==> src/rtl/asx_pkg.sv <==
package asx_pkg;

  // Layout families selected by the format code
  typedef enum logic [1:0] {
    LAY_LEFT  = 2'd0,
    LAY_I2S   = 2'd1,
    LAY_RIGHT = 2'd2
  } layout_e;

  // Decoded view of one format code
  typedef struct packed {
    layout_e    layout;
    logic [5:0] word_len;
  } fmt_cfg_t;

  localparam logic [2:0] FMT_DEFAULT = 3'b100;

  // Code map: 0..3 right-justified 16/18/20/24, 5 I2S, others left-justified
  function automatic fmt_cfg_t decode_fmt(input logic [2:0] code, input int full_len);
    fmt_cfg_t c;
    c.word_len = 6'(full_len);
    case (code)
      3'b000: begin c.layout = LAY_RIGHT; c.word_len = 6'd16; end
      3'b001: begin c.layout = LAY_RIGHT; c.word_len = 6'd18; end
      3'b010: begin c.layout = LAY_RIGHT; c.word_len = 6'd20; end
      3'b011: begin c.layout = LAY_RIGHT; c.word_len = 6'(full_len); end
      3'b101: c.layout = LAY_I2S;
      default: c.layout = LAY_LEFT;
    endcase
    return c;
  endfunction

endpackage

==> src/rtl/asx_divider.sv <==
module asx_divider #(
  parameter int MCLK_PER_BICK  = 4,
  parameter int BICK_PER_FRAME = 64,
  localparam int TICKS = MCLK_PER_BICK * BICK_PER_FRAME,
  localparam int CW    = $clog2(TICKS),
  localparam int PH_W  = $clog2(MCLK_PER_BICK),
  localparam int SL_W  = CW - PH_W - 1
) (
  input  logic            clk,
  input  logic            rst_n,
  input  logic            mclk_en,
  output logic            bick,
  output logic            right_half,
  output logic [SL_W-1:0] slot,
  output logic            frame_tick
);

  logic [CW-1:0] cnt;

  always_ff @(posedge clk) begin
    if (!rst_n)       cnt <= '0;
    else if (mclk_en) cnt <= cnt + 1'b1;
  end

  // Last tick of a frame with the enable present: the boundary event
  assign frame_tick = mclk_en && (cnt == CW'(TICKS - 1));
  assign bick       = cnt[PH_W-1];
  assign right_half = cnt[CW-1];
  assign slot       = cnt[CW-2:PH_W];

  // no enable, no movement
  assert_hold_R2: assert property (@(posedge clk) disable iff (!rst_n)
    !mclk_en |=> $stable(cnt));

  // the boundary event always lands on tick zero
  assert_wrap_R3: assert property (@(posedge clk) disable iff (!rst_n)
    frame_tick |=> (cnt == '0));

endmodule

==> src/rtl/asx_frame_buf.sv <==
module asx_frame_buf #(
  parameter int              SAMPLE_W  = 24,
  parameter int              CHANNELS  = 2,
  parameter int              FMT_W     = 3,
  parameter logic [FMT_W-1:0] FMT_RESET = 3'b100
) (
  input  logic                               clk,
  input  logic                               rst_n,
  input  logic                               wr_valid,
  input  logic [CHANNELS-1:0][SAMPLE_W-1:0]  wr_words,
  input  logic [FMT_W-1:0]                   fmt_in,
  input  logic                               frame_tick,
  output logic [CHANNELS-1:0][SAMPLE_W-1:0]  act_words,
  output logic [FMT_W-1:0]                   act_fmt
);

  logic [CHANNELS-1:0][SAMPLE_W-1:0] pend_words;

  for (genvar ch = 0; ch < CHANNELS; ch++) begin : g_chan
    always_ff @(posedge clk) begin
      if (!rst_n) begin
        pend_words[ch] <= '0;
        act_words[ch]  <= '0;
      end else begin
        if (wr_valid)   pend_words[ch] <= wr_words[ch];
        if (frame_tick) act_words[ch]  <= pend_words[ch];
      end
    end
  end

  always_ff @(posedge clk) begin
    if (!rst_n)          act_fmt <= FMT_RESET;
    else if (frame_tick) act_fmt <= fmt_in;
  end

  // the active pair never moves inside a frame
  assert_no_tear_R8: assert property (@(posedge clk) disable iff (!rst_n)
    !frame_tick |=> $stable(act_words));

  // the active format never moves inside a frame
  assert_fmt_hold_R9: assert property (@(posedge clk) disable iff (!rst_n)
    !frame_tick |=> $stable(act_fmt));

endmodule

==> src/rtl/asx_serializer.sv <==
module asx_serializer
  import asx_pkg::*;
#(
  parameter int SAMPLE_W = 24,
  parameter int SLOT_W   = 32,
  localparam int SL_W    = $clog2(SLOT_W)
) (
  input  logic                     clk,
  input  logic                     rst_n,
  input  logic [2:0]               fmt_code,
  input  logic                     right_half,
  input  logic [SL_W-1:0]          slot,
  input  logic [1:0][SAMPLE_W-1:0] words,
  output logic                     lrck,
  output logic                     sdto
);

  // First slot that carries data for a layout
  function automatic int first_slot(input fmt_cfg_t c);
    case (c.layout)
      LAY_I2S:   return 1;
      LAY_RIGHT: return SLOT_W - int'(c.word_len);
      default:   return 0;
    endcase
  endfunction

  // Bit sent in a slot; the word is truncated to its top word_len bits
  function automatic logic slot_bit(input fmt_cfg_t c, input int s,
                                    input logic [SAMPLE_W-1:0] w);
    int f;
    f = first_slot(c);
    if (s >= f && s < f + int'(c.word_len)) return w[SAMPLE_W - 1 - (s - f)];
    return 1'b0;
  endfunction

  fmt_cfg_t              cfg;
  logic [SAMPLE_W-1:0]   cur_word;
  logic                  in_lead;

  assign cfg      = decode_fmt(fmt_code, SAMPLE_W);
  assign cur_word = right_half ? words[1] : words[0];
  assign sdto     = slot_bit(cfg, int'(slot), cur_word);
  assign lrck     = (cfg.layout == LAY_I2S) ? right_half : ~right_half;
  assign in_lead  = int'(slot) < first_slot(cfg);

  // slots ahead of the word stay quiet
  assert_lead_zero_R6: assert property (@(posedge clk) disable iff (!rst_n)
    in_lead |-> !sdto);

endmodule

==> src/rtl/audio_serial_tx.sv <==
module audio_serial_tx
  import asx_pkg::*;
#(
  parameter int SAMPLE_W       = 24,
  parameter int MCLK_PER_BICK  = 4,
  parameter int BICK_PER_FRAME = 64,
  localparam int SLOT_W        = BICK_PER_FRAME / 2,
  localparam int SL_W          = $clog2(SLOT_W)
) (
  input  logic                clk,
  input  logic                rst_n,
  input  logic                mclk_en,
  input  logic [2:0]          fmt_code,
  input  logic                smp_valid,
  input  logic [SAMPLE_W-1:0] smp_left,
  input  logic [SAMPLE_W-1:0] smp_right,
  output logic                lrck,
  output logic                bick,
  output logic                sdto
);

  logic                     frame_tick;
  logic                     right_half;
  logic [SL_W-1:0]          slot;
  logic [1:0][SAMPLE_W-1:0] act_words;
  logic [2:0]               act_fmt;

  asx_divider #(
    .MCLK_PER_BICK (MCLK_PER_BICK),
    .BICK_PER_FRAME(BICK_PER_FRAME)
  ) u_div (
    .clk       (clk),
    .rst_n     (rst_n),
    .mclk_en   (mclk_en),
    .bick      (bick),
    .right_half(right_half),
    .slot      (slot),
    .frame_tick(frame_tick)
  );

  asx_frame_buf #(
    .SAMPLE_W (SAMPLE_W),
    .CHANNELS (2),
    .FMT_W    (3),
    .FMT_RESET(FMT_DEFAULT)
  ) u_buf (
    .clk       (clk),
    .rst_n     (rst_n),
    .wr_valid  (smp_valid),
    .wr_words  ({smp_right, smp_left}),
    .fmt_in    (fmt_code),
    .frame_tick(frame_tick),
    .act_words (act_words),
    .act_fmt   (act_fmt)
  );

  asx_serializer #(
    .SAMPLE_W(SAMPLE_W),
    .SLOT_W  (SLOT_W)
  ) u_ser (
    .clk       (clk),
    .rst_n     (rst_n),
    .fmt_code  (act_fmt),
    .right_half(right_half),
    .slot      (slot),
    .words     (act_words),
    .lrck      (lrck),
    .sdto      (sdto)
  );

  // data moves only with a falling bit clock
  assert_sdto_edge_R7: assert property (@(posedge clk) disable iff (!rst_n)
    !$stable(sdto) |-> $fell(bick));

  // word clock moves only with a falling bit clock
  assert_lrck_edge_R7: assert property (@(posedge clk) disable iff (!rst_n)
    !$stable(lrck) |-> $fell(bick));

endmodule

==> config.mk <==
export PLATFORM = sky130hd
export DESIGN_NAME = audio_serial_tx
export DESIGN_NICKNAME = d
export VERILOG_FILES = /design/src/rtl/asx_pkg.sv /design/src/rtl/asx_divider.sv /design/src/rtl/asx_frame_buf.sv /design/src/rtl/asx_serializer.sv /design/src/rtl/audio_serial_tx.sv
export SDC_FILE = /design/constraint.sdc
export NUM_CORES = 1
export LEC_CHECK = 0
export BUFFER_PORTS_ARGS = -buffer_cell sky130_fd_sc_hd__buf_2
export CORE_MARGIN = 10
export CORE_UTILIZATION = 29
export CTS_CLUSTER_SIZE = 24
export DETAILED_ROUTE_END_ITERATION = 8
export HOLD_SLACK_MARGIN = 0.06
export SYNTH_ARGS = -nofsm -noshare
export SYNTH_HDL_FRONTEND = slang
export SYNTH_SLANG_ARGS = --single-unit
==> constraint.sdc <==
create_clock -name clk -period 6 [get_ports clk]
set_clock_uncertainty 0.05 [all_clocks]
set_input_delay 1.8 -clock clk [delete_from_list [all_inputs] [get_ports clk]]
set_output_delay 1.8 -clock clk [all_outputs]
set_load 0.03 [all_outputs]
==> impl_metrics.py, run 1 <==
metrics = {
    "grt": {
        "grt_remaining_overflow": 0,
        "track_usage_pct": 9.82,
        "first_global_vias": 3478,
        "grt_antenna_before_repair": 0,
        "grt_pass1_wl_mm": 17.8,
        "grt_max_degree": 93,
    },
    "synth": {
        "syn_inst": 504,
        "syn_nets": 577,
        "synth_compound_area_share_pct": 10.4,
        "ys_types": 35,
        "syn_area_per_cell_um2": 9.73,
        "synth-xor-area-share_pct": 1.79,
        "ys_seq_area_share_pct": 43.7,
        "synthMuxAreaShare_pct": 17.3,
        "synth_top_family_by_area": "simple AND/OR/NAND/NOR gates",
        "yosys.area_share.simple_pct": 17.8,
        "syn_area_um2": 4900,
        "ys_warn_count": 0,
        "yosys.area_share.adder_pct": 4.90,
        "synth-seq-cells": 107,
    },
    "worst_setup_path": {
        "worstPathRequired_ns": 4.15,
        "rr_worst_depth": 3,
        "r2r_slack_ns": 3.81,
        "r2r-start": "u_div.cnt[7]",
        "cp-start-kind": "flop",
        "critPathMaxFanout": 9,
        "r2r_end": "u_buf.act_words[17]",
        "critPathCaptureType": "primary output",
        "critPathArrivalTime_ns": 3.86,
        "crit_type": "flop to primary output",
    },
    "routing": {
        "avgRoutedWirePerCell_um": 13.7,
        "firstDrtPassIters": 4,
        "via_per_inst": 4.41,
        "ant_nets": 0,
        "vias": 3377,
        "routed_wl_mm": 10.5,
        "route.detailed.drc": 0,
        "first_iter_violations": 203,
    },
    "sta": {
        "max_freq_mhz": 175,
        "finalCritPeriodShare_pct": 95.2,
        "timing.final.crit_period_ns": 5.71,
        "finalMaxSlewViolations": 0,
        "worstMarginPinSlew_ns": 0.899,
        "rsz0062_at_grt": "false",
        "setup_tns_ns": 0,
        "setup_viol": 0,
        "hold_viol": 0,
        "relSlewSlack_pct": 40.1,
    },
    "power_and_ir_drop": {
        "power.leakage_nw": 2.25,
        "power-per-cell-area_nw_per_um2": 257,
        "irDropWorstVdd_mv": 0.152,
        "p_total_w": 0.00146,
    },
    "floorplan": {
        "start_util_pct": 29.6,
        "rows": 47,
        "die_w_um": 150,
        "pin_count": 58,
        "dieArea_um2": 22500,
        "die_y_um": 150,
        "core_um2": 16600,
    },
    "cts": {
        "root_buffer": "clkbuf_16",
        "cts_sinks": 107,
        "clock_latency_ns": 0.35,
        "htreeDepth": 3,
        "cts_buffers": 9,
        "cts_tree": "done",
        "clockBufferDepth": 2,
        "clk_pin_slew_worst_paths_ns": 0.07,
    },
    "placement": {
        "placed_area_um2": 5340,
        "gp_congestion": 0.829,
        "dp_cells": 750,
        "port_buffers": 57,
        "dp_hpwl_mm": 7.76,
    },
    "min_path": {
        "min_from": "u_buf.act_words[7]",
        "min_path_type": "flop to flop",
        "holdPathStages": 2,
        "holdPathEnd": "u_buf.act_words[7]",
    },
    "final_layout": {
        "final_area_um2": 5670,
        "diodes": 0,
        "nets": 614,
        "synthToLayoutAreaGrowth_pct": 15.5,
        "layout-drive-gt1-share_pct": 15.4,
        "instances_no_fill": 765,
        "final_util_pct": 34.2,
    },
    "run_status": {
        "outcome": "finished, final reports clean",
    },
    "run": {
        "cap_violations": 0,
    },
}
-- registers in the layout, indices dropped and copies added (netlist names) --
name / flops
u_div.cnt: 8
u_buf.act_words: 48
u_buf.pend_words: 48
u_buf.act_fmt: 3
-- synth_stat cells, drive strengths merged --
| cell | n | area [um2] |
|---|---|---|
| conb | 1 | 3.75 |
| nand3 | 3 | 15.0 |
| xor2 | 3 | 26.3 |
| a21o | 3 | 22.5 |
| o211ai | 2 | 15.0 |
| nand3b | 2 | 15.0 |
| nor3b | 1 | 7.51 |
| nor4 | 1 | 6.26 |
| a2111oi | 1 | 27.5 |
| ha | 16 | 200 |
| or3 | 3 | 18.8 |
| a211oi | 1 | 7.51 |
| mux4 | 11 | 274 |
| o21ai | 4 | 20.0 |
| and3 | 3 | 18.8 |
| xnor2 | 7 | 61.3 |
| dfxtp | 107 | 2140 |
| nand2 | 108 | 405 |
| inv | 13 | 48.8 |
| fa | 2 | 40.0 |
| mux2 | 2 | 26.3 |
| mux2i | 55 | 551 |
| a21oi | 5 | 25.0 |
| buf | 14 | 73.8 |
| a21boi | 52 | 390 |
| nor2 | 5 | 18.8 |
| nand2b | 2 | 12.5 |
| nor2b | 49 | 307 |
| clkbuf | 20 | 75.1 |
| nand4 | 3 | 18.8 |
| and2 | 5 | 31.3 |
-- logic make-up after synthesis --
| logic type | count (synthesis) |
|---|---|
| fa+ha+maj | 18 |
| simple gates | 185 |
| flops | 107 |
| other cells | 1 |
| compound gates | 68 |
| xor+xnor | 10 |
| mux | 68 |
| buf+inv | 47 |
-- repair_timing --
action                                 4_1_cts  5_1_grt
setup buffers                                0        0
resized for setup                            0        2
hold buffers                                 0        0
setup endpoints to repair                    0        1
endpoints found under the hold margin        0        0
-- worst max path at each step --
| stage | from | endpoint | slack [ns] | depth (start not counted) |
|---|---|---|---|---|
| 6_report | u_buf.act_fmt[2] | sdto | 0.29 | 13 |
| 3_3_place_gp | u_buf.act_fmt[2] | sdto | 0.64 | 14 |
| 2_1_floorplan | u_buf.act_fmt[2] | sdto | 0.50 | 14 |
| 3_5_place_dp | u_buf.act_fmt[2] | sdto | 0.49 | 13 |
| 4_1_cts | u_buf.act_fmt[2] | sdto | 0.07 | 13 |
| 5_1_grt | u_buf.act_fmt[2] | sdto | 0.04 | 13 |
-- worst max-delay path: stages (launching register included) --
cell and delay (ns):
dfxtp_1 0.35, inv_1 0.18, nand3b_1 0.20, ha_1 0.35, nand2_1 0.10, inv_1 0.05, ha_1 0.31, inv_1 0.06
fa_2 0.66, mux4_1 0.33, mux2_4 0.30, a2111oi_4 0.36, nor4_2 0.08, buf_2 0.19
-- per-layer routing --
layer,vias to the layer above,GRT usage (%),wire length [um]
met4,0,3.26,136
met2,51,15.7,4810
met3,14,2.75,417
met5,-,0,0
li1,1758,-,-
met1,1554,12.5,5140
-- placed cells by master (no fill, tap or decap), types with 4 or more instances in the layout --
master,n
a21boi_0,52
a21oi_1,5
and2_1,5
buf_2,57
clkbuf_16,9
dfxtp_1,107
ha_1,16
inv_1,13
mux2i_1,55
mux4_1,7
mux4_2,4
nand2_1,108
nor2_1,5
nor2b_1,49
o21ai_0,4
xnor2_1,7
-- final cells by class --
| class | instances | area, um2 |
|---|---|---|
| inverters | 13 | 48.8 |
| multi-input cells | 350 | 2570 |
| well taps | 220 | 275 |
| fillers | 1725 | 10900 |
| repair buffers | 60 | 308 |
| clock buffers | 11 | 243 |
| clock inverters | 4 | 75.1 |
| flip-flops and latches | 107 | 2140 |
-- where the power goes --
group          switching (W)   total, W  internal [W]
logic              0.0000366  0.0000822     0.0000455
clock network       0.000256   0.000631      0.000375
registers          0.0000123   0.000743      0.000731
total               0.000305    0.00146       0.00115
-- through the flow --
step / setup slack, ns / hold slack, ns
after floorplan: 0.497 / 0.389
final: 0.289 / 0.414
after detailed placement: 0.487 / 0.408
after CTS: 0.0740 / 0.417
after global routing: 0.0404 / 0.440
after global placement: 0.637 / 0.410
Note: power is estimated with default switching activity, not from simulation.
==> run 2, diff against run 1 <==
Settings changed: BUFFER_PORTS_ARGS -buffer_cell sky130_fd_sc_hd__buf_2 to -buffer_cell sky130_fd_sc_hd__buf_4, CTS_BUF_LIST set to sky130_fd_sc_hd__clkbuf_8, GPL_ROUTABILITY_DRIVEN set to 0.
==> impl_metrics.py, run 2 (same netlist as run 1, synthesis figures left out) <==
metrics = {
    "run_status": {
        "outcome": "finished, final reports clean",
    },
    "sta": {
        "finalCritPeriodShare_pct": 94.7,
        "max_freq_mhz": 176,
        "relSlewSlack_pct": 40.6,
        "hold_viol": 0,
        "setup_viol": 0,
        "rsz0062_at_grt": "false",
        "timing.final.crit_period_ns": 5.68,
        "finalMaxSlewViolations": 0,
        "setup_tns_ns": 0,
        "worstMarginPinSlew_ns": 0.891,
    },
    "routing": {
        "via_per_inst": 4.48,
        "routed_wl_mm": 10.5,
        "ant_nets": 0,
        "firstDrtPassIters": 4,
        "first_iter_violations": 214,
        "vias": 3426,
        "route.detailed.drc": 0,
        "avgRoutedWirePerCell_um": 13.7,
    },
    "final_layout": {
        "synthToLayoutAreaGrowth_pct": 15.5,
        "nets": 613,
        "layout-drive-gt1-share_pct": 15.6,
        "diodes": 0,
        "final_cell_mix": "108 x nand2_1, 107 x dfxtp_1, 58 x buf_4",
        "final_util_pct": 34.2,
        "final_common_cell": "nand2_1",
        "reg_top3": "u_buf.act_words x48, u_buf.pend_words x48, u_div.cnt x8",
        "fill_cells": 1728,
    },
    "power_and_ir_drop": {
        "power-per-cell-area_nw_per_um2": 221,
        "power.leakage_nw": 2.24,
        "irDropWorstVdd_mv": 0.110,
    },
    "cts": {
        "clk_pin_slew_worst_paths_ns": 0.10,
        "cts_buffers": 9,
        "cts_sinks": 107,
        "cts_hold_buf": 0,
        "root_buffer": "clkbuf_8",
        "clockBufferDepth": 2,
        "cts_tree": "done",
        "htreeDepth": 3,
        "clock_latency_ns": 0.38,
    },
    "grt": {
        "first_global_vias": 3582,
        "grt_max_degree": 108,
        "grt_pass1_wl_mm": 17.7,
        "grt_remaining_overflow": 0,
        "track_usage_pct": 9.73,
        "grt_antenna_before_repair": 0,
    },
    "floorplan": {
        "core_um2": 16600,
        "pin_count": 58,
        "die_y_um": 150,
        "start_util_pct": 29.6,
        "die_w_um": 150,
        "rows": 47,
        "dieArea_um2": 22500,
    },
    "min_path": {
        "min_path_type": "flop to flop",
    },
    "run": {
        "cap_violations": 0,
    },
    "worst_setup_path": {
        "worstPathCellList": "inv_1, nand3b_1, ha_1, nand2_1, inv_1, ha_1, inv_1, fa_2, mux4_1, mux2_4, a2111oi_4, nor4_2, buf_4",
        "cp-start-kind": "flop",
        "critPathArrivalTime_ns": 3.83,
        "critPathMaxFanout": 7,
        "critPathCaptureType": "primary output",
        "worst-path-buf-inv": 4,
        "worstPathRequired_ns": 4.15,
        "worst_path_max_delay_cell": "fa_2",
        "crit_type": "flop to primary output",
        "cp_common_cell": "inv_1",
        "r2r_slack_ns": 3.81,
        "cpPeakStageDelay_ns": 0.63,
        "crit_family": "adder cells",
    },
    "placement": {
        "dp_hpwl_mm": 7.65,
        "port_buffers": 57,
    },
}
-- run 2: per-layer routing --
| layer | global-route usage [%] | up-vias | share of wire [%] |
|---|---|---|---|
| li1 | - | 1757 | - |
| met1 | 12.5 | 1606 | 49 |
| met2 | 15.4 | 53 | 46 |
| met3 | 2.42 | 10 | 3.5 |
| met4 | 3.69 | 0 | 1.7 |
| met5 | 0 | - | 0 |
-- run 2: final timing paths --
kind / start / endpoint / cells after the start
max: u_buf.act_fmt[2] / sdto / 13
min: u_buf.pend_words[38] / u_buf.act_words[38] / 2
max reg2reg: u_div.cnt[7] / u_buf.act_words[17] / 3
min reg2reg: u_buf.pend_words[38] / u_buf.act_words[38] / 2
-- run 2: cell type report --
type                       count  area [um2]  share of cell area, %
clock buffer                  10         138                   2.43
clock inverter                 6        46.3                  0.817
inverter                      13        48.8                  0.861
multi-input combinational    350        2570                   45.5
sequential                   107        2140                   37.8
tap                          220         275                   4.86
timing repair buffer          59         440                   7.77
-- run 2: through the flow --
step                      setup WS, ns  std cells  area (um2)  hold WS (ns)  power (W)
after CTS                       0.0787        764        5650         0.428    0.00127
after global routing            0.0945        765        5670         0.449    0.00131
after detailed placement         0.514        748        5470         0.414   0.000852
after floorplan                  0.497        504        4900         0.389   0.000811
final                            0.317        765        5670         0.418    0.00125
after global placement           0.655        748        5470         0.411   0.000849
-- run 2: tightest hold or removal path, delay by kind of cell (launching register included) --
family	cells	cell delay, ns
flops	1	0.32
compound gates	1	0.06
simple gates	1	0.05
-- run 2: where the power goes --
group | internal (W) | total [W] | switching, W
Sequential | 0.000730 | 0.000743 | 0.0000124
Clock | 0.000167 | 0.000418 | 0.000251
Combinational | 0.0000549 | 0.0000908 | 0.0000359
Total | 0.000952 | 0.00125 | 0.000300
-- run 2: timing repair --
item / 4_1_cts / 5_1_grt
endpoints found under the setup margin: 0 / 1
gates resized for setup: 0 / 2
buffers inserted: 0 / 1
==> run 3, diff against run 2 <==
==> constraint.sdc (replaced) <==
create_clock -name clk -period 6 [get_ports clk]
set_clock_uncertainty 0.05 [all_clocks]
set_input_delay 1.5 -clock clk [delete_from_list [all_inputs] [get_ports clk]]
set_output_delay 1.5 -clock clk [all_outputs]
set_load 0.03 [all_outputs]
==> impl_metrics.py, run 3 (same netlist as run 1, synthesis figures left out) <==
metrics = {
    "sta": {
        "worstMarginPinSlew_ns": 0.884,
        "timing.final.crit_period_ns": 5.61,
        "hold_viol": 0,
        "max_freq_mhz": 178,
        "rsz0062_at_grt": "false",
        "setup_tns_ns": 0,
        "setup_viol": 0,
        "finalMaxSlewViolations": 0,
        "relSlewSlack_pct": 41.1,
        "finalCritPeriodShare_pct": 93.5,
    },
    "routing": {
        "firstDrtPassIters": 6,
        "ant_nets": 0,
        "first_iter_violations": 240,
        "via_per_inst": 4.45,
        "routed_wl_mm": 10.6,
        "route.detailed.drc": 0,
        "vias": 3397,
        "avgRoutedWirePerCell_um": 13.9,
    },
    "grt": {
        "grt_max_degree": 108,
        "grt_remaining_overflow": 0,
        "grt_antenna_before_repair": 0,
        "track_usage_pct": 9.80,
        "first_global_vias": 3601,
        "grt_pass1_wl_mm": 17.8,
    },
    "worst_setup_path": {
        "worst_path_max_delay_cell": "fa_1",
        "critPathCaptureType": "primary output",
        "r2r-start": "u_div.cnt[0]",
        "worstPathRequired_ns": 4.45,
        "crit_type": "flop to primary output",
        "critPathMaxFanout": 9,
        "rr_worst_depth": 6,
        "cp_common_cell": "inv_1",
        "r2r_slack_ns": 3.76,
        "critPathArrivalTime_ns": 4.06,
        "r2r_end": "u_buf.act_words[17]",
        "cpPeakStageDelay_ns": 0.80,
        "cp-start-kind": "flop",
        "worstPathCellList": "inv_1, nand3b_1, ha_1, nand2_1, inv_1, ha_1, inv_1, fa_1, mux4_1, mux2_4, a2111oi_4, nor4_1, buf_4",
    },
    "placement": {
        "dp_hpwl_mm": 7.72,
        "port_buffers": 57,
        "placed_area_um2": 5470,
        "dp_cells": 748,
    },
    "final_layout": {
        "instances_no_fill": 763,
        "fill_cells": 1726,
        "synthToLayoutAreaGrowth_pct": 14.9,
        "diodes": 0,
        "multi_input_area_um2": 2570,
        "regArea_um2": 2140,
        "final_area_um2": 5630,
        "final_cell_mix": "108 x nand2_1, 107 x dfxtp_1, 58 x buf_4",
        "nets": 612,
        "reg_top3": "u_buf.act_words x48, u_buf.pend_words x48, u_div.cnt x8",
        "layout-drive-gt1-share_pct": 14.7,
        "final_common_cell": "nand2_1",
    },
    "cts": {
        "cts_buffers": 9,
        "cts_hold_buf": 0,
        "clock_latency_ns": 0.38,
        "cts_setup_buffers": 0,
        "clk_pin_slew_worst_paths_ns": 0.09,
        "htreeDepth": 3,
        "root_buffer": "clkbuf_8",
        "cts_tree": "done",
        "clockBufferDepth": 2,
        "cts-resized-gates": 0,
        "cts_sinks": 107,
    },
    "floorplan": {
        "pin_count": 58,
        "core_um2": 16600,
        "die_y_um": 150,
        "dieArea_um2": 22500,
        "die_w_um": 150,
        "rows": 47,
        "start_util_pct": 29.6,
    },
    "power_and_ir_drop": {
        "irDropWorstVdd_mv": 0.0968,
        "power-per-cell-area_nw_per_um2": 218,
        "power.leakage_nw": 2.23,
        "p_total_w": 0.00123,
    },
    "run": {
        "cap_violations": 0,
    },
    "run_status": {
        "outcome": "finished, final reports clean",
    },
    "min_path": {
        "min_from": "u_buf.act_words[47]",
        "min_path_type": "flop to flop",
        "holdPathEnd": "u_buf.act_words[47]",
        "holdPathStages": 2,
    },
}
run 3: final cells by class:
cell class | instances | area share (%)
timing repair buffer | 58 | 7.73
inverter | 13 | 0.866
clock inverter | 6 | 0.755
tap | 220 | 4.89
multi-input combinational | 350 | 45.5
clock buffer | 9 | 2.20
sequential | 107 | 38.0
run 3: worst max path at each step:
stage                          start   end  cells after the start
finish              u_buf.act_fmt[2]  sdto                     13
global route        u_buf.act_fmt[2]  sdto                     13
CTS                 u_buf.act_fmt[2]  sdto                     13
detailed placement  u_buf.act_fmt[2]  sdto                     13
global placement    u_buf.act_fmt[2]  sdto                     13
floorplan           u_buf.act_fmt[2]  sdto                     14
run 3: stage by stage:
stage / setup WS (ns) / util [%] / hold slack [ns]
floorplan: 0.797 / - / 0.389
global placement: 0.955 / 33.0 / 0.411
detailed placement: 0.789 / 33.0 / 0.414
CTS: 0.365 / 34.0 / 0.428
global route: 0.0982 / 34.0 / 0.449
finish: 0.392 / 34.0 / 0.423
run 3: worst max-delay path, delay by kind of cell (launching register included):
family | cells | cell delay (ns)
AO/OA/AOI/OAI | 1 | 0.34
flip-flops | 1 | 0.36
buffers and inverters | 4 | 0.47
AND/OR/NAND/NOR | 3 | 0.39
multiplexers | 2 | 0.69
adder cells (fa/ha/maj) | 3 | 1.43
run 3: power breakdown:
part	internal [W]	total (W)	switching, W	leakage (nW)
sequential	0.000730	0.000743	0.0000125	0.872
combinational	0.0000549	0.0000910	0.0000361	1.27
clock	0.000150	0.000393	0.000243	0.0873
run 3: metal layers:
metal | up-vias | GRT usage (%) | routed length (um)
li1 | 1751 | - | -
met1 | 1588 | 12.5 | 5260
met2 | 47 | 15.4 | 4810
met3 | 11 | 2.87 | 362
met4 | 0 | 3.35 | 157
met5 | - | 0 | 0
